===== src/rtl/efold_pkg.sv =====
package efold_pkg;
  localparam int unsigned MS_PER_S   = 1000;
  localparam int unsigned SCALE_W    = 10;
  localparam int unsigned PER_W      = 10;
  localparam logic [PER_W-1:0] PER_STABLE = 10'd999;
endpackage


===== src/rtl/efold_divider.sv =====
module efold_divider #(
  parameter int unsigned NUM_W = 26,
  parameter int unsigned DEN_W = 26
) (
  input  logic             clk,
  input  logic             rst_n,
  input  logic             start,
  input  logic [NUM_W-1:0] num,
  input  logic [DEN_W-1:0] den,
  output logic             busy,
  output logic             done,
  output logic [NUM_W-1:0] quot
);
  localparam int unsigned CNT_W = $clog2(NUM_W + 1);

  logic [DEN_W-1:0] rem_q, rem_d;
  logic [DEN_W-1:0] den_q, den_d;
  logic [NUM_W-1:0] quo_q, quo_d;
  logic [CNT_W-1:0] cnt_q, cnt_d;
  logic             done_q, done_d;
  logic [DEN_W:0]   shifted;
  logic [DEN_W:0]   trial;

  always_comb begin
    rem_d   = rem_q;
    den_d   = den_q;
    quo_d   = quo_q;
    cnt_d   = cnt_q;
    done_d  = 1'b0;
    shifted = {rem_q, quo_q[NUM_W-1]};
    trial   = shifted - {1'b0, den_q};
    if (start) begin
      rem_d = '0;
      den_d = den;
      quo_d = num;
      cnt_d = CNT_W'(NUM_W);
    end else if (cnt_q != '0) begin
      if (!trial[DEN_W]) begin
        rem_d = trial[DEN_W-1:0];
        quo_d = {quo_q[NUM_W-2:0], 1'b1};
      end else begin
        rem_d = shifted[DEN_W-1:0];
        quo_d = {quo_q[NUM_W-2:0], 1'b0};
      end
      cnt_d  = cnt_q - 1'b1;
      done_d = (cnt_q == CNT_W'(1));
    end
  end

  always_ff @(posedge clk or negedge rst_n) begin
    if (!rst_n) begin
      rem_q  <= '0;
      den_q  <= '0;
      quo_q  <= '0;
      cnt_q  <= '0;
      done_q <= 1'b0;
    end else begin
      rem_q  <= rem_d;
      den_q  <= den_d;
      quo_q  <= quo_d;
      cnt_q  <= cnt_d;
      done_q <= done_d;
    end
  end

  assign busy = (cnt_q != '0);
  assign done = done_q;
  assign quot = quo_q;
endmodule


===== src/rtl/efold_trip.sv =====
module efold_trip
  import efold_pkg::*;
#(
  parameter int unsigned NUM_W = 26
) (
  input  logic             clk,
  input  logic             rst_n,
  input  logic             load,
  input  logic             rising,
  input  logic [NUM_W-1:0] quot,
  input  logic [PER_W-1:0] thr_warn,
  input  logic [PER_W-1:0] thr_emer,
  output logic [PER_W-1:0] period_s,
  output logic             period_valid,
  output logic             trip_warn,
  output logic             trip_emer
);
  logic [PER_W-1:0] per_q, per_d;
  logic             warn_q, warn_d;
  logic             emer_q, emer_d;
  logic             vld_q;
  logic [PER_W-1:0] sat;

  always_comb begin
    if (!rising || (quot > NUM_W'(PER_STABLE))) sat = PER_STABLE;
    else                                         sat = quot[PER_W-1:0];
    per_d  = per_q;
    warn_d = warn_q;
    emer_d = emer_q;
    if (load) begin
      per_d  = sat;
      warn_d = rising && (sat < thr_warn);
      emer_d = rising && (sat < thr_emer);
    end
  end

  always_ff @(posedge clk or negedge rst_n) begin
    if (!rst_n) begin
      per_q  <= PER_STABLE;
      warn_q <= 1'b0;
      emer_q <= 1'b0;
      vld_q  <= 1'b0;
    end else begin
      per_q  <= per_d;
      warn_q <= warn_d;
      emer_q <= emer_d;
      vld_q  <= load;
    end
  end

  assign period_s     = per_q;
  assign period_valid = vld_q;
  assign trip_warn    = warn_q;
  assign trip_emer    = emer_q;
endmodule


===== src/rtl/efold_period_mon.sv =====
module efold_period_mon
  import efold_pkg::*;
#(
  parameter int unsigned SAMPLE_W = 16,
  parameter int unsigned DT_W     = 10
) (
  input  logic                clk,
  input  logic                rst_n,
  input  logic                sample_valid,
  input  logic [SAMPLE_W-1:0] sample,
  input  logic [DT_W-1:0]     dt_ms,
  input  logic [PER_W-1:0]    thr_warn,
  input  logic [PER_W-1:0]    thr_emer,
  output logic [PER_W-1:0]    period_s,
  output logic                period_valid,
  output logic                trip_warn,
  output logic                trip_emer
);
  localparam int unsigned NUM_W = SAMPLE_W + DT_W;
  localparam int unsigned DEN_W = SAMPLE_W + SCALE_W;

  logic [SAMPLE_W-1:0] prev_q, prev_d;
  logic                have_q, have_d;
  logic [SAMPLE_W-1:0] pend_q, pend_d;
  logic                pendv_q, pendv_d;
  logic                rise_q, rise_d;

  logic                div_busy, div_done, div_start;
  logic                launch_pend, launch_new;
  logic [SAMPLE_W-1:0] op_cur, step;
  logic                op_rise;
  logic [NUM_W-1:0]    op_num, div_quot;
  logic [DEN_W-1:0]    op_den;

  always_comb begin
    launch_pend = pendv_q && !div_busy;
    launch_new  = sample_valid && have_q && !div_busy && !pendv_q;
    div_start   = launch_pend || launch_new;
    op_cur      = launch_pend ? pend_q : sample;
    op_rise     = op_cur > prev_q;
    step        = op_cur - prev_q;
    op_num      = NUM_W'(dt_ms) * NUM_W'(prev_q);
    op_den      = op_rise ? DEN_W'(step) * DEN_W'(MS_PER_S) : DEN_W'(1);

    prev_d  = prev_q;
    have_d  = have_q;
    pend_d  = pend_q;
    pendv_d = pendv_q;
    rise_d  = rise_q;
    if (sample_valid && !have_q) begin
      prev_d = sample;
      have_d = 1'b1;
    end
    if (div_start) begin
      prev_d = op_cur;
      rise_d = op_rise;
    end
    if (launch_pend) pendv_d = 1'b0;
    if (sample_valid && have_q && (div_busy || pendv_q)) begin
      pend_d  = sample;
      pendv_d = 1'b1;
    end
  end

  always_ff @(posedge clk or negedge rst_n) begin
    if (!rst_n) begin
      prev_q  <= '0;
      have_q  <= 1'b0;
      pend_q  <= '0;
      pendv_q <= 1'b0;
      rise_q  <= 1'b0;
    end else begin
      prev_q  <= prev_d;
      have_q  <= have_d;
      pend_q  <= pend_d;
      pendv_q <= pendv_d;
      rise_q  <= rise_d;
    end
  end

  efold_divider #(.NUM_W(NUM_W), .DEN_W(DEN_W)) u_div (
    .clk   (clk),
    .rst_n (rst_n),
    .start (div_start),
    .num   (op_num),
    .den   (op_den),
    .busy  (div_busy),
    .done  (div_done),
    .quot  (div_quot)
  );

  efold_trip #(.NUM_W(NUM_W)) u_trip (
    .clk          (clk),
    .rst_n        (rst_n),
    .load         (div_done),
    .rising       (rise_q),
    .quot         (div_quot),
    .thr_warn     (thr_warn),
    .thr_emer     (thr_emer),
    .period_s     (period_s),
    .period_valid (period_valid),
    .trip_warn    (trip_warn),
    .trip_emer    (trip_emer)
  );
endmodule


===== config.mk =====
export PLATFORM = sky130hd
export DESIGN_NAME = efold_period_mon
export DESIGN_NICKNAME = d
export VERILOG_FILES = /design/src/rtl/efold_pkg.sv /design/src/rtl/efold_divider.sv /design/src/rtl/efold_trip.sv /design/src/rtl/efold_period_mon.sv
export SDC_FILE = /design/constraint.sdc
export NUM_CORES = 1
export LEC_CHECK = 0
export BUFFER_PORTS_ARGS = -buffer_cell sky130_fd_sc_hd__clkbuf_2
export CORE_UTILIZATION = 55
export CTS_BUF_LIST = sky130_fd_sc_hd__clkbuf_8
export CTS_CLUSTER_DIAMETER = 200
export DETAILED_ROUTE_END_ITERATION = 8
export PLACE_DENSITY = 0.72
export SKIP_LAST_GASP = 1
export SLEW_MARGIN = 40
export SYNTH_ARGS = -nofsm -noshare
export SYNTH_HDL_FRONTEND = slang
export SYNTH_SLANG_ARGS = --single-unit

===== constraint.sdc =====
create_clock -name clk -period 23.7 [get_ports clk]
set_input_delay 3.555 -clock clk [delete_from_list [all_inputs] [get_ports clk]]
set_output_delay 3.555 -clock clk [all_outputs]
set_load 0.02 [all_outputs]

==> key figures, run 1 <==
Critical path
  – Arrival @ worst endpoint: 10.25 ns
  – Critical path class: input pin to flip-flop
  – Crit path required time: 24.04 ns
  – CP max FO: 6
  – Worst setup EP type: flip-flop
  – Worst setup SP type: input pin

Global route
  – GRT overflow: 0
  – Pin count of the biggest net entering global routing: 78
  – First-pass GRT wire length: 59290 microns
  – Initial antenna violation count: 1
  – Global Route Usage Sum: 0.2534
  – Vias in the first global route: 11904

Synthesis
  – Synth top cells by count: inv_1, nand2_1, ha_1, fa_1, dfrtp_1
  – Gate Count Post-Synth: 1753
  – Synth Warn #: 0
  – Mapped Area: 0.01571 sq mm
  – Top-area cell type share of the netlist area: 0.2000
  – Synth Flop Type: dfrtp_1
  – Post-synth EDFFs: 0
  – Most frequent cell after synthesis: inv_1
  – Top post-synthesis cells by area: fa_1, dfrtp_1, ha_1
  – Net count after synthesis: 2130
  – Sequential area share after synthesis: 0.2077
  – FF+latch count, synth: 130
  – Asr flop ratio synth: 1.000
  – Syn_area_per_cell: 8.963 sq um
  – Netlist cell types: 74
  – Biggest area consumer among synthesized cells: fa_1

Routing
  – Routed len/inst: 16.25 microns
  – Post-route ant nets: 0
  – Vias post-DR: 12186
  – TritonRoute pass-1 iters: 5
  – Routed WL: 35190 microns
  – Number of DRC markers in iteration 0: 621
  – Avg Vias per Cell: 5.629
  – Post-route DRC: 0

Run
  – Max_cap viols: 0

Place
  – Placed cell area: 0.01633 sq mm
  – Port Buf Inserts: 61
  – Placer Congestion: 0.8902
  – HPWL after DPL: 27550 microns

Min path
  – Hold WC Path Type: flip-flop to flip-flop

Timing
  – Min Tclk post-route: 9.907 ns
  – Max Freq: 0.1009 GHz
  – Clock skew: 0.01841 ns
  – Slew Limit Fails: 0
  – Final period util: 0.4180
  – Final Setup Violations: 0
  – Setup TNS: 0 ns
  – Final hold vios: 0
  – RSZ-0062 raised after global routing: false
  – Worst-margin pin slew: 0.8368 ns
  – Max-slew headroom: 0.4370

Floorplan
  – Die H: 171.0 microns
  – DIE WIDTH: 171.0 microns
  – Core area: 0.02793 sq mm
  – Full die area: 0.02925 sq mm
  – Ports: 62
  – Initial Util: 0.5625
  – # rows: 61

Clock network
  – # clock sinks: 130
  – H-tree depth: 4
  – Setup bufs post-CTS: 0
  – Max Buffers Root-to-Sink: 2
  – CTS Buf Count: 17
  – Clock Latency Late Sink: 0.46 ns
  – CTS tree: done
  – CTS root buf: clkbuf_8
  – Worst-path clk slew: 0.10 ns
  – Post-CTS Resized: 0
  – Hold_buf cts: 0

Final layout
  – Synth-to-Final Area Change: 6.673%
  – Layout filler cell count: 2494
  – Ant. Diodes: 0
  – Nets: 2151
  – Layout cells sized above 1: 0.1035
  – Final Cell Area: 0.01676 sq mm

Status
  – Status: completed
worst paths after layout:
| kind | slack, ns | from | endpoint | cells past startpoint |
|---|---|---|---|---|
| worst max-delay path | 13.79 | sample[1] | u_div.den_q[24]$_DFFE_PN0N_ | 27 |
| worst max register to register | 14.80 | u_div.cnt_q[2]$_DFFE_PN0P_ | u_div.den_q[24]$_DFFE_PN0N_ | 30 |
| min in group asynchronous | 3.09 | rst_n | u_div.rem_q[22]$_DFFE_PN0P_ | 1 |
| worst min-delay path | 0.49 | u_trip.period_s[6]$_DFFE_PN1P_ | u_trip.period_s[6]$_DFFE_PN1P_ | 2 |
| worst min register to register | 0.49 | u_trip.period_s[6]$_DFFE_PN1P_ | u_trip.period_s[6]$_DFFE_PN1P_ | 2 |
| max in group asynchronous | 19.57 | rst_n | pend_q[13]$_DFFE_PN0P_ | 2 |
area by class of cell:
class,instances,area (sq um),share of cell area
Sequential cell,130,3263,0.1947
Inverter,247,927.1,0.05531
Clock inverter,14,166.4,0.009928
Clock buffer,18,247.7,0.01478
Multi-Input combinational cell,1307,11290,0.6738
Timing Repair Buffer,71,390.4,0.02329
Tap cell,378,473.0,0.02822
sequential cells by signal (all words and copies together) (netlist names):
name / cells
u_trip.period_s: 10
u_trip.trip_warn: 1
u_div.done: 1
u_trip.period_valid: 1
prev_q: 16
u_div.rem_q: 26
u_div.quot: 26
pendv_q: 1
u_trip.trip_emer: 1
pend_q: 16
u_div.cnt_q: 5
u_div.den_q: 24
have_q: 1
rise_q: 1
placed cells by master (no fill, tap or decap), types with 10 or more instances in the layout:
cell	n
clkbuf_2	60
o21a_1	11
nor2_1	75
clkbuf_8	18
ha_1	171
nand3_1	48
nor2b_1	11
o21ai_0	51
dfrtp_1	122
o21bai_1	10
a21o_1	28
nor3_1	22
fa_1	157
mux2_2	45
xor2_1	24
nand2_1	205
a22o_1	21
nand2b_1	13
and3_1	17
inv_1	247
a31oi_1	33
xnor2_1	57
a21oi_1	104
a211oi_1	12
and2_1	72
critical path, stage by stage:
cell and delay (ns):
clkbuf_2 0.10, mux2_2 0.29, ha_1 0.30, nor2b_1 0.13, o21ai_0 0.18, a21boi_0 0.15, o21ai_0 0.21, a21oi_1 0.18
a21o_1 0.22, a21oi_1 0.17, xor2_1 0.36, inv_1 0.13, ha_1 0.35, xnor2_1 0.22, fa_1 0.47, fa_1 0.50
fa_1 0.52, inv_1 0.05, ha_1 0.37, a21oi_1 0.22, o21bai_1 0.09, a22o_1 0.23, a21o_1 0.17, o41ai_1 0.57
o22a_1 0.27, o31ai_1 0.07, a22o_1 0.18
cells by family (layout without fill, tap and decap cells):
logic type | count (synthesis) | count (layout) | synth area share
mux | 48 | 48 | 0.03416
flops | 130 | 130 | 0.2077
buf+inv | 316 | 350 | 0.07652
fa+ha+maj | 330 | 330 | 0.3375
compound gates | 342 | 342 | 0.1440
simple gates | 502 | 502 | 0.1516
xor+xnor | 85 | 85 | 0.04857
stage by stage:
stage	setup WS, ns	instances	hold slack (ns)	utilization
after floorplan	14.09	1753	0.3519	-
after global placement	13.56	2133	0.4667	0.5841
after detailed placement	13.34	2133	0.4782	0.5847
after CTS	13.80	2165	0.4928	0.5995
after global routing	13.30	2165	0.5071	0.6000
final	13.79	2165	0.4901	0.6000
routing by layer:
metal / track usage / routed length (microns) / vias to the layer above
met5: 0 / 8 / -
li1: - / - / 5912
met1: 0.3662 / 16790 / 5966
met4: 0.04620 / 363 / 2
met3: 0.02753 / 1459 / 34
met2: 0.4136 / 16570 / 272
Power of run 1 is left out: the tool's default activity adds up to more than one toggle a clock period on the data nets, which glitch-free logic cannot reach.
==> inputs of run 2 (changes only) <==
--- a/config.mk
+++ b/config.mk
@@ -10,7 +10,7 @@
 export CTS_BUF_LIST = sky130_fd_sc_hd__clkbuf_8
 export CTS_CLUSTER_DIAMETER = 200
 export DETAILED_ROUTE_END_ITERATION = 8
-export PLACE_DENSITY = 0.72
+export PLACE_DENSITY = 0.75
 export SKIP_LAST_GASP = 1
 export SLEW_MARGIN = 40
 export SYNTH_ARGS = -nofsm -noshare
==> constraint.sdc (replaced) <==
create_clock -name clk -period 8 [get_ports clk]
set_input_delay 1.2 -clock clk [delete_from_list [all_inputs] [get_ports clk]]
set_output_delay 1.2 -clock clk [all_outputs]
set_load 0.02 [all_outputs]
==> run 2 against run 1 <==
  * Clock skew increased by 0.0011 ns
  * Routed wire length increased by 0.69%
  * Count of clock-buffer cells in the layout decreased by 1
  * Flip-flop and latch count unchanged
  * Worst setup slack got worse by 13 ns
  * Register-to-register slack got worse by 14 ns
  * Critical path type is now flip-flop to flip-flop
  * Largest cell class unchanged
  * Highest routed layer is now met4
==> key figures, run 2 (same netlist as run 1, synthesis figures left out) <==
Clock network
  – Max Buffers Root-to-Sink: 2 (unchanged)
  – H-tree depth: 4 (unchanged)
  – Post-CTS Resized: 0 (unchanged)
  – Hold_buf cts: 0 (unchanged)
  – Setup bufs post-CTS: 0 (unchanged)
  – Worst-path clk slew: 0.10 ns (about the same)
  – CTS root buf: clkbuf_8 (unchanged)
  – CTS tree: done (unchanged)
  – Clock Latency Late Sink: 0.47 ns (was 0.46 ns)
  – CTS Buf Count: 17 (unchanged)
  – # clock sinks: 130 (unchanged)

Floorplan
  – Core area: 0.02793 sq mm (unchanged)
  – # rows: 61 (unchanged)
  – Full die area: 0.02925 sq mm (unchanged)
  – Ports: 62 (unchanged)
  – Initial Util: 0.5625 (unchanged)
  – Die H: 171.0 microns (unchanged)
  – DIE WIDTH: 171.0 microns (unchanged)

Run
  – Max_cap viols: 0 (unchanged)

Timing
  – Worst-margin pin slew: 0.8069 ns (was 0.8368 ns)
  – Worst Setup Slack, final: 0.5379 ns (was 13.79 ns)
  – Final hold vios: 0 (unchanged)
  – Final period util: 0.9328
  – Slew Limit Fails: 0 (unchanged)
  – Min Tclk post-route: 7.462 ns
  – RSZ-0062 raised after global routing: false (unchanged)
  – Max-slew headroom: 0.4612 (was 0.4370)
  – Final Setup Violations: 0 (unchanged)
  – Clock skew: 0.01951 ns (was 0.01841 ns)
  – Max Freq: 0.1340 GHz
  – Min Hold Slack: 0.4935 ns (was 0.4901 ns)
  – Setup TNS: 0 ns (unchanged)

Place
  – Port Buf Inserts: 61 (unchanged)
  – Placer Congestion: 0.8820 (was 0.8902)
  – HPWL after DPL: 27630 microns (was 27550 microns)
  – Post-place setup slack: 0.1175 ns (was 13.34 ns)

Final layout
  – Synth-to-Final Area Change: 7.016% (was 6.673%)
  – Layout filler cell count: 2456 (was 2494)
  – Layout cells sized above 1: 0.1093 (was 0.1035)
  – Most frequent cells in the layout: inv_1, nand2_1, ha_1 (unchanged)
  – Leading cell type in the layout, fill and taps excluded: inv_1 (unchanged)
  – Nets: 2158 (was 2151)

Critical path
  – Most used cell, CP: ha_1
  – CP max FO: 17 (was 6)
  – Worst setup SP type: flip-flop (was input pin)
  – Crit path required time: 8.36 ns (was 24.04 ns)
  – Worst setup EP type: flip-flop (unchanged)
  – Crit path max-delay cell type: fa_1 (was o41ai_1)
  – Crit-path max cell delay: 0.51 ns (was 0.57 ns)
  – Arrival @ worst endpoint: 7.82 ns (was 10.25 ns)
  – Critical path class: flip-flop to flip-flop (was input pin to flip-flop)

Status
  – Status: completed (unchanged)

Routing
  – Vias post-DR: 12470 (was 12186)
  – Number of DRC markers in iteration 0: 760 (was 621)
  – Routed WL: 35430 microns (was 35190 microns)
  – TritonRoute pass-1 iters: 5 (unchanged)
  – Post-route DRC: 0 (unchanged)
  – Routed len/inst: 16.31 microns (was 16.25 microns)
  – Avg Vias per Cell: 5.739 (was 5.629)
  – Post-route ant nets: 0 (unchanged)

Global route
  – GRT overflow: 0 (unchanged)
  – Global Route Usage Sum: 0.2535 (was 0.2534)
  – Vias in the first global route: 12063 (was 11904)
  – First-pass GRT wire length: 59180 microns (was 59290 microns)
  – Initial antenna violation count: 1 (unchanged)
  – Pin count of the biggest net entering global routing: 83 (was 78)

Min path
  – Hold WC Path Type: flip-flop to flip-flop (unchanged)
==> run 2: cell count changes in the layout (fill, tap and decap cells not counted), sizes merged <==
| cell | previous run | this run |
|---|---|---|
| buf | 11 | 17 |
| bufinv | 2 | 0 |
| clkinv | 2 | 3 |
| clkinvlp | 2 | 3 |
| diode | 0 | 1 |
| inv | 255 | 256 |
==> run 2: final timing paths <==
check                                          startpoint                              to  slack (ns)  cells past startpoint
setup reg to reg               u_div.cnt_q[0]$_DFFE_PN0P_     u_div.den_q[24]$_DFFE_PN0N_        0.54                     28
setup / recovery               u_div.cnt_q[0]$_DFFE_PN0P_     u_div.den_q[24]$_DFFE_PN0N_        0.54                     28
min in group asynchronous                           rst_n     u_div.rem_q[22]$_DFFE_PN0P_        0.77                      1
hold reg to reg            u_trip.period_s[5]$_DFFE_PN1P_  u_trip.period_s[5]$_DFFE_PN1P_        0.49                      2
hold / removal             u_trip.period_s[5]$_DFFE_PN1P_  u_trip.period_s[5]$_DFFE_PN1P_        0.49                      2
max in group asynchronous                           rst_n          prev_q[11]$_DFFE_PN0P_        6.11                      2
==> run 2: critical path: cells and delay by family (launching register included) <==
kind,cells,cell delay [ns]
xor gates and xnor gates,2,0.47
and+or+nand+nor,2,0.34
buffers and inverters,4,0.51
adders and majority gates,7,2.82
DFF,1,0.43
muxes,1,0.36
AOI/OAI and AO/OA,12,2.41
==> run 2: metrics by stage <==
step | cells | cell area (sq um) | utilization
2_1_floorplan | 1753 | 15710 | -
6_report | 2173 | 16810 | 0.6019
3_3_place_gp | 2140 | 16370 | 0.5860
4_1_cts | 2172 | 16740 | 0.5994
3_5_place_dp | 2140 | 16370 | 0.5860
5_1_grt | 2172 | 16810 | 0.6019
==> run 2: layer usage <==
| layer | track usage | up-vias | part of all wire |
|---|---|---|---|
| met3 | 0.03585 | 49 | 0.050 |
| met1 | 0.3603 | 6127 | 0.47 |
| met4 | 0.06444 | 0 | 0.019 |
| li1 | - | 5932 | - |
| met2 | 0.4062 | 362 | 0.46 |
| met5 | 0 | - | 0 |
==> run 2: layout make-up <==
class | count | area (sq um) | share of cell area
sequential | 130 | 3263 | 0.1941
clock inverter | 15 | 141.4 | 0.008408
tap | 378 | 473.0 | 0.02813
antenna | 1 | 2.502 | 0.0001488
timing repair buffer | 78 | 449.2 | 0.02671
multi-input combinational | 1307 | 11320 | 0.6735
inverter | 247 | 927.1 | 0.05514
clock buffer | 17 | 234.0 | 0.01391
Power of run 2 is left out for the same reason.
